$ cat config.mk
export PLATFORM = sky130hd
export DESIGN_NAME = bcd_clock_scan
export DESIGN_NICKNAME = d
export VERILOG_FILES = /design/src/rtl/bcd_clock_scan.sv
export SDC_FILE = /design/constraint.sdc
export NUM_CORES = 1
export LEC_CHECK = 0
export BUFFER_PORTS_ARGS = -buffer_cell sky130_fd_sc_hd__buf_2
export CORE_MARGIN = 5
export CORE_UTILIZATION = 50
export CTS_CLUSTER_SIZE = 25
export DETAILED_ROUTE_END_ITERATION = 10
export PLACE_DENSITY = 0.79
export REMOVE_ABC_BUFFERS = 1
export SLEW_MARGIN = 40
export SYNTH_ARGS = -nofsm -noshare
export SYNTH_HDL_FRONTEND = slang
export SYNTH_SLANG_ARGS = --single-unit
$ cat constraint.sdc
create_clock -name clk -period 2.8 [get_ports clk]
set_input_delay 0.28 -clock clk [delete_from_list [all_inputs] [get_ports clk]]
set_output_delay 0.28 -clock clk [all_outputs]
set_load 0.01 [all_outputs]
$ cat src/rtl/bcd_clock_scan.sv
module bcd_clock_scan #(
  parameter int DIGITS = 6,
  localparam int IW = $clog2(DIGITS)
) (
  input  logic             clk,
  input  logic             rst_n,
  input  logic             sec_tick,
  input  logic             scan_tick,
  input  logic             set_min,
  input  logic             set_hour,
  output logic [6:0]       sec_bcd,
  output logic [6:0]       min_bcd,
  output logic [5:0]       hr_bcd,
  output logic [6:0]       seg,
  output logic [DIGITS-1:0] dig_sel_n,
  output logic             dp
);

  function automatic logic [6:0] step60(input logic [6:0] v);
    if (v >= 7'h59)           return 7'h00;
    else if (v[3:0] == 4'd9)  return v + 7'd7;
    else                      return v + 7'd1;
  endfunction

  function automatic logic [5:0] step24(input logic [5:0] v);
    if (v >= 6'h23)           return 6'h00;
    else if (v[3:0] == 4'd9)  return v + 6'd7;
    else                      return v + 6'd1;
  endfunction

  function automatic logic [6:0] to_seg(input logic [3:0] d);
    case (d)
      4'h0: return 7'b1111110;
      4'h1: return 7'b0110000;
      4'h2: return 7'b1101101;
      4'h3: return 7'b1111001;
      4'h4: return 7'b0110011;
      4'h5: return 7'b1011011;
      4'h6: return 7'b1011111;
      4'h7: return 7'b1110000;
      4'h8: return 7'b1111111;
      4'h9: return 7'b1111011;
      4'hA: return 7'b1110111;
      4'hB: return 7'b0011111;
      4'hC: return 7'b1001110;
      4'hD: return 7'b0111101;
      4'hE: return 7'b1001111;
      default: return 7'b1000111;
    endcase
  endfunction

  logic        sec_wrap, min_adv, min_wrap, hr_adv;
  logic [IW-1:0] idx;
  logic [3:0]  digit;

  assign sec_wrap = sec_tick && (sec_bcd == 7'h59);
  assign min_adv  = sec_tick && (sec_wrap || set_min);
  assign min_wrap = min_adv && (min_bcd == 7'h59);
  assign hr_adv   = sec_tick && (min_wrap || set_hour);

  always_ff @(posedge clk or negedge rst_n) begin
    if (!rst_n) begin
      sec_bcd <= '0;
      min_bcd <= '0;
      hr_bcd  <= '0;
    end else begin
      if (sec_tick) sec_bcd <= step60(sec_bcd);
      if (min_adv)  min_bcd <= step60(min_bcd);
      if (hr_adv)   hr_bcd  <= step24(hr_bcd);
    end
  end

  always_comb begin
    case (idx)
      3'd0:    digit = sec_bcd[3:0];
      3'd1:    digit = {1'b0, sec_bcd[6:4]};
      3'd2:    digit = min_bcd[3:0];
      3'd3:    digit = {1'b0, min_bcd[6:4]};
      3'd4:    digit = hr_bcd[3:0];
      3'd5:    digit = {2'b00, hr_bcd[5:4]};
      default: digit = 4'h0;
    endcase
  end

  always_ff @(posedge clk or negedge rst_n) begin
    if (!rst_n) begin
      idx       <= '0;
      seg       <= '0;
      dig_sel_n <= '1;
      dp        <= 1'b0;
    end else if (scan_tick) begin
      idx       <= (idx == IW'(DIGITS - 1)) ? '0 : idx + 1'b1;
      seg       <= to_seg(digit);
      dig_sel_n <= ~(DIGITS'(1) << idx);
      dp        <= (idx == 3'd2) || (idx == 3'd4);
    end
  end

  assert_sec_legal_R1: assert property (@(posedge clk) disable iff (!rst_n)
    sec_bcd <= 7'h59 && sec_bcd[3:0] <= 4'd9);
  assert_hold_R1: assert property (@(posedge clk) disable iff (!rst_n)
    !sec_tick |=> $stable(sec_bcd) && $stable(min_bcd) && $stable(hr_bcd));
  assert_sec_wrap_R2: assert property (@(posedge clk) disable iff (!rst_n)
    (sec_tick && sec_bcd == 7'h59) |=> sec_bcd == 7'h00);
  assert_hr_legal_R3: assert property (@(posedge clk) disable iff (!rst_n)
    hr_bcd <= 6'h23 && hr_bcd[3:0] <= 4'd9);
  assert_sel_single_R7: assert property (@(posedge clk) disable iff (!rst_n)
    $countones(~dig_sel_n) <= 1);
  assert_dp_place_R8: assert property (@(posedge clk) disable iff (!rst_n)
    dp |-> (dig_sel_n == 6'b111011 || dig_sel_n == 6'b101111));
  assert_scan_hold_R10: assert property (@(posedge clk) disable iff (!rst_n)
    !scan_tick |=> $stable(seg) && $stable(dig_sel_n) && $stable(dp));

endmodule

==> results of run 1 <==
==> stage by stage <==
| step | utilization | total power, mW | hold WS (ps) |
|---|---|---|---|
| finish | 0.5911 | 3.521 | 400.8 |
| global route | 0.5911 | 3.841 | 398.8 |
| CTS | 0.5885 | 3.532 | 114.7 |
| detailed placement | 0.5697 | 3.125 | 424.7 |
| global placement | 0.5697 | 3.074 | 423.8 |
| floorplan | - | 2.479 | -15.59 |
==> routing by layer <==
layer  share of wire  up-vias  GRT usage
li1                -     1067          -
met1            0.47     1042     0.2484
met2            0.48       57     0.3071
met3           0.046        6    0.04324
met4          0.0070        0    0.04899
met5               0        -          0
==> synth_stat cells, drive strengths merged, types with 2 or more instances <==
| library cell | n | area share |
|---|---|---|
| a31o | 2 | 0.0070 |
| nor2b | 6 | 0.015 |
| a21oi | 13 | 0.032 |
| o32ai | 2 | 0.010 |
| a22oi | 2 | 0.0060 |
| a31oi | 11 | 0.027 |
| a22o | 4 | 0.014 |
| nor2 | 21 | 0.031 |
| buf | 11 | 0.030 |
| o211ai | 5 | 0.015 |
| nand4 | 3 | 0.0075 |
| o311a | 2 | 0.0080 |
| nand2 | 18 | 0.027 |
| dfstp | 6 | 0.063 |
| ha | 11 | 0.055 |
| o31ai | 3 | 0.0090 |
| o21ai | 20 | 0.040 |
| and2 | 3 | 0.0085 |
| nor3 | 3 | 0.0060 |
| a211oi | 2 | 0.0080 |
| and3 | 3 | 0.0075 |
| o21a | 2 | 0.0060 |
| mux2i | 9 | 0.036 |
| clkbuf | 7 | 0.010 |
| nor3b | 3 | 0.015 |
| xnor2 | 3 | 0.010 |
| nand2b | 10 | 0.025 |
| o31a | 2 | 0.0070 |
| o211a | 2 | 0.0080 |
| dfrtp | 31 | 0.31 |
| o32a | 2 | 0.0080 |
| nand3 | 6 | 0.012 |
| o22ai | 6 | 0.015 |
| inv | 14 | 0.021 |
| o2bb2ai | 2 | 0.0095 |
==> path summary, 6_finish.rpt <==
kind                       cells after the start                  endpoint  slack [ps]
setup / recovery                               7        seg[6]$_DFFE_PN0P_         290
hold / removal                                 2    sec_bcd[6]$_DFFE_PN0P_         400
max in group asynchronous                      2  dig_sel_n[4]$_DFFE_PN1P_        1970
hold reg to reg                                2  dig_sel_n[3]$_DFFE_PN1P_         490
min in group asynchronous                      2    min_bcd[0]$_DFFE_PN0P_         480
setup reg to reg                               7        seg[6]$_DFFE_PN0P_         290
==> sequential cells by signal, indices dropped and copies added, names as in the netlist <==
name,count
idx,3
dp,1
seg,7
sec_bcd,7
hr_bcd,6
min_bcd,7
dig_sel_n,6
==> worst register-to-register path, cell delays in order (launching register included) <==
cell	delay, ps
dfrtp_1	620
mux4_2	590
a211oi_2	270
inv_1	110
ha_1	290
nor4_1	310
a21oi_1	70
a31oi_1	170
==> power groups by stage <==
stage | Sequential (mW) | Combinational, mW | Clock (mW)
after floorplan | 1.22 | 1.26 | 0
after global placement | 1.17 | 1.90 | 0
after detailed placement | 1.18 | 1.95 | 0
after CTS | 1.17 | 1.96 | 0.395
after global routing | 1.23 | 2.19 | 0.423
final | 1.18 | 1.96 | 0.384
==> logic make-up (layout without fill, tap and decap cells) <==
logic type      after synthesis  count (layout)
buf+inv                      32              67
mux                          11              11
compound gates               92              92
fa+ha+maj                    11              11
xor+xnor                      4               4
simple gates                 82              82
flops                        37              37
==> cells in the final DEF, fill, tap and decap left out, types with 4 or more instances in the layout <==
master | synthesis | layout
clkbuf_8 | 0 | 6
o21ai_0 | 19 | 19
inv_1 | 14 | 14
a31oi_1 | 11 | 11
buf_2 | 7 | 38
mux2i_1 | 9 | 9
a21oi_1 | 11 | 11
nand2_1 | 18 | 18
ha_1 | 11 | 11
nand3_1 | 6 | 6
nor2b_1 | 6 | 6
buf_4 | 1 | 6
dfrtp_1 | 31 | 31
o211ai_1 | 5 | 5
dfstp_2 | 6 | 6
nor2_1 | 21 | 21
a22o_1 | 4 | 4
nand2b_1 | 10 | 10
o22ai_1 | 6 | 6
==> final cells by class <==
class                           count  share of cell area
Multi-Input combinational cell    200              0.5033
Tap cell                           67             0.02963
Inverter                           14             0.01858
Clock buffer                        8             0.03184
Sequential cell                    37              0.3299
Timing Repair Buffer               45             0.08669
==> impl_metrics.yaml, run 1 <==
finish:
  final_cells: 371
  area_delta_synth_final_pct: 12.60
  drive_gt1_frac: 0.2303
  finalNetCount: 320
  fillCellCount: 413
  fin_area_sq_mm: 0.002829
  antenna_cells: 0
  multiInputGateArea_sq_mm: 0.001424
  regArea_sq_um: 933.4
synthesis:
  synthArstFlopShare: 1.000
  synth_compound_area_frac: 0.2739
  ys_warn_count: 0
  yosysSeqAreaShare: 0.3715
  synth_edf_count: 0
  synth_mux_area_frac: 0.04930
  synth_top_family_by_area: "compound AO/OA/AOI/OAI gates"
  synth_xor_area_frac: 0.01394
  synth-seq-cells: 37
  netlist_instances: 269
  synth_simple_gate_area_frac: 0.1748
  synth_cell_types: 66
  synth_area_sq_mm: 0.002512
  syn_avg_cell_area_sq_um: 9.340
  synth_adder_area_share: 0.05478
  ys.flop_type: "dfrtp_1"
grt:
  antenna_found_initial: 0
  grt_pass1_wl_um: 9777
  track_usage: 0.1872
  grt_pass1_vias: 2082
  grt-ovfl-total: 0
  grt_start_max_net_pins: 38
timing:
  finalSetupViolCount: 0
  worst-slew-pin-transition_ps: 573.3
  drv_slew: 0
  skew_ps: 4.993
  min_period_ps: 2511
  rsz0062_at_grt: "no"
  fin_setup_tns_ps: 0
  slew-limit-headroom: 0.6178
  fin_ws_ps: 289.3
  hold_violations: 0
  fmax_mhz: 398.3
  finalCritPeriodShare: 0.8967
worst_setup_path:
  crit_type: "reg2reg"
  critPathRequiredTime_ps: 3010
  worst-path-max-fanout: 12
  worstReg2RegStart: "idx[0]$_DFFE_PN0P_"
  endpoint_kind: "register"
  critPathMaxStageDelay_ps: 620
  startpoint: "idx[0]$_DFFE_PN0P_"
  cp-start-kind: "register"
  cp_top_family: "flip-flops"
  path_cells: "mux4_2 > a211oi_2 > inv_1 > ha_1 > nor4_1 > a21oi_1 > a31oi_1"
  critPathSlowestCell: "dfrtp_1"
  critPathBufInv: 1
  arrival_ps: 2720
detailed_routing:
  first_pass_iters: 4
  wl_per_cell_um: 15.37
  via_per_inst: 5.854
  drt_iter0_markers: 144
  antenna_left: 0
  drc: 0
  wl_um: 5702
  num_vias: 2172
pwr:
  ir_drop_mv: 0.5874
  p_switching_mw: 1.619
  power_switching_share: 0.4600
  combPwrFrac: 0.556
  powerDensity_mw_per_mm2: 1244
  p_int_mw: 1.901
  p_clk_frac: 0.109
  p_leak_nw: 1.281
  pwr-share-seq: 0.335
placed_design:
  dp.cells: 362
  dp_slack_ps: 344.2
  portBuffers: 39
  dpl.hpwl_um: 4094
  gp_congestion: 0.8614
  postPlaceCellArea_sq_mm: 0.002726
hold_path:
  hold_path_class: "in2reg"
  hp-start: "sec_tick"
die:
  die_area_sq_mm: 0.006542
  core_area_sq_mm: 0.004786
  fp.dieW_um: 80.89
  placementRows: 25
  ioPinCount: 40
  start_util: 0.5250
  die_y_um: 80.89
clock_network:
  cts_buffers: 5
  post-cts-setup-buffers: 0
  cts.path.max_buffers: 2
  htree_levels: 2
  cts_repair_resize_count: 0
  clock-sinks: 37
  cts_tree: "yes"
  hold_buffers: 0
  cts-root-buf: "clkbuf_8"
  clkTransAtPathRegs_ps: 70
  insertion_delay_ps: 290
outcome:
  status: "complete, no violations"
job:
  maxCapViolations: 0
No activity file was read; power rests on OpenSTA's default activity.
==> run 2, diff against run 1 <==
Settings changed: CORE_MARGIN 5 to 2.
==> impl_metrics.yaml, run 2 (synthesis gave the netlist of run 1 again) <==
outcome:
  status: "complete, no violations"
timing:
  finalSetupViolCount: 0
  finalCritPeriodShare: 0.8592
  rsz0062_at_grt: "no"
  fmax_mhz: 415.7
  min_period_ps: 2406
  hold_violations: 0
  drv_slew: 0
  fin_ws_ps: 394.2
  worst-slew-pin-transition_ps: 564.0
  slew-limit-headroom: 0.6200
  fin_setup_tns_ps: 0
  skew_ps: 5.265
pwr:
  p_leak_nw: 1.296
  powerDensity_mw_per_mm2: 1238
  ir_drop_mv: 0.6192
worst_setup_path:
  endpoint_kind: "register"
  critPathMaxStageDelay_ps: 520
  critPathSlowestCell: "dfrtp_1"
  arrival_ps: 2590
  crit_type: "reg2reg"
  path_cells: "buf_4 > mux2i_1 > o22ai_1 > a221oi_1 > inv_1 > ha_1 > or3_1 > a31o_1"
  cp_top_family: "compound AO/OA/AOI/OAI gates"
  critPathBufInv: 2
  cp-start-kind: "register"
  worst-path-max-fanout: 9
  critPathRequiredTime_ps: 2980
grt:
  grt_pass1_wl_um: 9342
  grt-ovfl-total: 0
  track_usage: 0.2201
  grt_pass1_vias: 1944
  grt_start_max_net_pins: 34
  antenna_found_initial: 0
placed_design:
  dp_slack_ps: 400.8
  portBuffers: 39
  dpl.hpwl_um: 4109
  gp_congestion: 0.8146
  dp.cells: 365
finish:
  final_cells: 374
  layout_commonest_cell: "buf_2"
  fillCellCount: 425
  antenna_cells: 0
  layout_common_cells: "buf_2, dfrtp_1, nor2_1, o21ai_0, nand2_1"
  drive_gt1_frac: 0.2345
  area_delta_synth_final_pct: 13.79
  finalNetCount: 323
  top_regs: "min_bcd: 7 flops, sec_bcd: 7 flops, seg: 7 flops"
clock_network:
  hold_buffers: 1
  cts.path.max_buffers: 2
  clkTransAtPathRegs_ps: 70
  htree_levels: 2
  cts_buffers: 5
  post-cts-setup-buffers: 0
  cts_tree: "yes"
  cts_repair_resize_count: 0
  cts-root-buf: "clkbuf_8"
  insertion_delay_ps: 290
  clock-sinks: 37
detailed_routing:
  drt_iter0_markers: 179
  via_per_inst: 5.952
  drc: 0
  antenna_left: 0
  num_vias: 2226
  wl_per_cell_um: 15.35
  wl_um: 5740
  first_pass_iters: 4
die:
  fp.dieW_um: 74.89
  die_y_um: 74.89
  ioPinCount: 40
  die_area_sq_mm: 0.005608
  start_util: 0.5250
  placementRows: 25
  core_area_sq_mm: 0.004786
hold_path:
  hold_path_class: "in2reg"
job:
  maxCapViolations: 0
-- run 2: changes by cell type in the layout (fill, tap and decap cells not counted) --
cell      delta
clkbuf_1     +1
clkbuf_8     -1
buf_2        +1
buf_4        +1
buf_16       +1
-- run 2: path summary, 6_finish.rpt --
check	to	cells after the start	slack [ps]	start
worst max-delay path	seg[4]$_DFFE_PN0P_	8	390	idx[0]$_DFFE_PN0P_
worst min-delay path	sec_bcd[6]$_DFFE_PN0P_	2	400	sec_tick
worst max register to register	seg[4]$_DFFE_PN0P_	8	390	idx[0]$_DFFE_PN0P_
worst min register to register	dig_sel_n[4]$_DFFE_PN1P_	1	450	idx[2]$_DFFE_PN0P_
max in group asynchronous	dig_sel_n[5]$_DFFE_PN1P_	3	1750	rst_n
min in group asynchronous	min_bcd[5]$_DFFE_PN0P_	2	490	rst_n
-- run 2: per-layer routing --
metal,wire length [um],up-vias,global-route usage
li1,-,1066,-
met4,76,0,0.06349
met3,336,7,0.05756
met2,2728,75,0.3489
met5,0,-,0
met1,2599,1078,0.2984
-- run 2: cell type report --
class / instances / area (sq um) / share of cell area
Multi-Input combinational cell: 200 / 1424 / 0.4980
Sequential cell: 37 / 933.4 / 0.3265
Timing Repair Buffer: 48 / 285.3 / 0.09978
Tap cell: 67 / 83.83 / 0.02932
Clock buffer: 8 / 80.08 / 0.02801
Inverter: 14 / 52.55 / 0.01838
-- run 2: stage by stage --
| step | hold slack (ps) | area [sq um] | power, mW | util |
|---|---|---|---|---|
| floorplan | -15.59 | 2410 | 2.479 | - |
| global placement | 426.2 | 2741 | 3.081 | 0.5728 |
| detailed placement | 285.9 | 2769 | 3.156 | 0.5786 |
| CTS | 385.3 | 2859 | 3.539 | 0.5974 |
| global route | 397.1 | 2859 | 3.847 | 0.5974 |
| finish | 395.9 | 2859 | 3.540 | 0.5974 |
-- run 2: where the power goes --
group          internal, mW  total, mW  switching (mW)
registers             0.785       1.15           0.369
clock network         0.177      0.364           0.187
logic                 0.940       2.02            1.08
total                  1.90       3.54            1.64
==> run 3, diff against run 2 <==
Settings changed: BUFFER_PORTS_ARGS -buffer_cell sky130_fd_sc_hd__buf_2 to -buffer_cell sky130_fd_sc_hd__clkbuf_2.
==> impl_metrics.yaml, run 3 (synthesis gave the netlist of run 1 again) <==
die:
  die_y_um: 74.89
  placementRows: 25
  core_area_sq_mm: 0.004786
  ioPinCount: 40
  start_util: 0.5250
  fp.dieW_um: 74.89
  die_area_sq_mm: 0.005608
detailed_routing:
  drc: 0
  wl_um: 5364
  first_pass_iters: 4
  wl_per_cell_um: 14.38
  num_vias: 2223
  drt_iter0_markers: 150
  via_per_inst: 5.960
  antenna_left: 0
finish:
  drive_gt1_frac: 0.2418
  finalNetCount: 322
  multiInputGateArea_sq_mm: 0.001424
  fillCellCount: 404
  layout_common_cells: "clkbuf_2, dfrtp_1, nor2_1, o21ai_0, nand2_1"
  antenna_cells: 0
  layout_commonest_cell: "clkbuf_2"
  final_cells: 373
  regArea_sq_um: 933.4
  top_regs: "min_bcd: 7 flops, sec_bcd: 7 flops, seg: 7 flops"
  area_delta_synth_final_pct: 13.65
clock_network:
  cts.path.max_buffers: 2
  cts-root-buf: "clkbuf_8"
  cts_repair_resize_count: 0
  insertion_delay_ps: 290
  clkTransAtPathRegs_ps: 70
  htree_levels: 2
  clock-sinks: 37
  cts_buffers: 5
  post-cts-setup-buffers: 0
  cts_tree: "yes"
  hold_buffers: 1
pwr:
  p_clk_frac: 0.114
  pwr-share-seq: 0.328
  power.total_mw: 3.539
  p_int_mw: 1.933
  p_switching_mw: 1.607
  power_switching_share: 0.4539
  powerDensity_mw_per_mm2: 1240
  ir_drop_mv: 0.5410
  combPwrFrac: 0.558
  p_leak_nw: 1.307
timing:
  worst-slew-pin-transition_ps: 623.7
  fmax_mhz: 424.7
  drv_slew: 0
  holdWs_ps: 449.7
  fin_setup_tns_ps: 0
  min_period_ps: 2355
  skew_ps: 2.802
  rsz0062_at_grt: "no"
  finalSetupViolCount: 0
  finalCritPeriodShare: 0.8409
  slew-limit-headroom: 0.5842
  hold_violations: 0
worst_setup_path:
  arrival_ps: 2530
  endpoint_kind: "register"
  r2r_cells: 8
  regToRegEndpoint: "seg[4]$_DFFE_PN0P_"
  reg2reg_slack_ps: 450
  worstReg2RegStart: "idx[0]$_DFFE_PN0P_"
  cp-start-kind: "register"
  crit_type: "reg2reg"
  worst-path-max-fanout: 9
  critPathRequiredTime_ps: 2980
grt:
  grt-ovfl-total: 0
  grt_start_max_net_pins: 38
  grt_pass1_wl_um: 8838
  track_usage: 0.2023
  grt_pass1_vias: 1914
  antenna_found_initial: 0
hold_path:
  hp-start: "idx[2]$_DFFE_PN0P_"
  hold_depth: 1
  hold_path_class: "reg2reg"
  min_to: "dig_sel_n[4]$_DFFE_PN1P_"
job:
  maxCapViolations: 0
outcome:
  status: "complete, no violations"
placed_design:
  portBuffers: 39
  gp_congestion: 0.8001
  dpl.hpwl_um: 3836
  dp.cells: 364
==> run 3: cell count changes in the layout (fill, tap and decap cells not counted), moves of 2 or more <==
| cell | delta |
|---|---|
| clkbuf_8 | +2 |
| clkbuf_2 | +38 |
| clkbuf_1 | -3 |
| buf_2 | -39 |
==> run 3: final cells by class <==
cell class | count | share of cell area
timing repair buffer | 47 | 0.09115
sequential | 37 | 0.3269
clock inverter | 1 | 0.001753
multi-input combinational | 200 | 0.4987
inverter | 14 | 0.01840
tap | 67 | 0.02936
clock buffer | 7 | 0.03374
==> run 3: power by group through the flow <==
| stage | Clock [mW] | Sequential, mW | Combinational, mW |
|---|---|---|---|
| detailed placement | 0 | 1.17 | 1.97 |
| global placement | 0 | 1.16 | 1.92 |
| CTS | 0.421 | 1.16 | 1.98 |
| finish | 0.403 | 1.16 | 1.98 |
| global route | 0.442 | 1.21 | 2.21 |
| floorplan | 0 | 1.22 | 1.26 |
==> run 3: worst max-delay path, cell delays in order, from the launching register on <==
cell and delay, ps:
dfrtp_1 520, buf_4 210, mux2i_1 180, o22ai_1 100
a221oi_1 310, inv_1 140, ha_1 210, or3_1 360
a31o_1 210
==> run 3: metrics by stage <==
step / instance area, sq um / worst slack (ps) / utilization
after floorplan: 2410 / 160.0 / -
after global placement: 2741 / 519.0 / 0.5728
after detailed placement: 2744 / 447.5 / 0.5733
after CTS: 2855 / 427.0 / 0.5966
after global routing: 2855 / 82.20 / 0.5966
final: 2855 / 445.4 / 0.5966
==> run 3: metal layers <==
| layer | global-route usage | up-vias | share of wire | wire (um) |
|---|---|---|---|---|
| li1 | - | 1069 | - | - |
| met3 | 0.04284 | 7 | 0.064 | 342 |
| met1 | 0.2812 | 1063 | 0.45 | 2406 |
| met2 | 0.3216 | 84 | 0.48 | 2559 |
| met5 | 0 | - | 0 | 0 |
| met4 | 0.05556 | 0 | 0.010 | 56 |
==> run 3: worst max-delay path by stage <==
stage | slack, ps | endpoint | startpoint | cells past startpoint
after floorplan | 160 | seg[4]$_DFFE_PN0P_ | idx[0]$_DFFE_PN0P_ | 8
after global placement | 520 | seg[3]$_DFFE_PN0P_ | idx[0]$_DFFE_PN0P_ | 6
after detailed placement | 450 | seg[4]$_DFFE_PN0P_ | idx[0]$_DFFE_PN0P_ | 8
after CTS | 430 | seg[4]$_DFFE_PN0P_ | idx[0]$_DFFE_PN0P_ | 8
after global routing | 80 | seg[6]$_DFFE_PN0P_ | idx[0]$_DFFE_PN0P_ | 9
final | 450 | seg[4]$_DFFE_PN0P_ | idx[0]$_DFFE_PN0P_ | 8
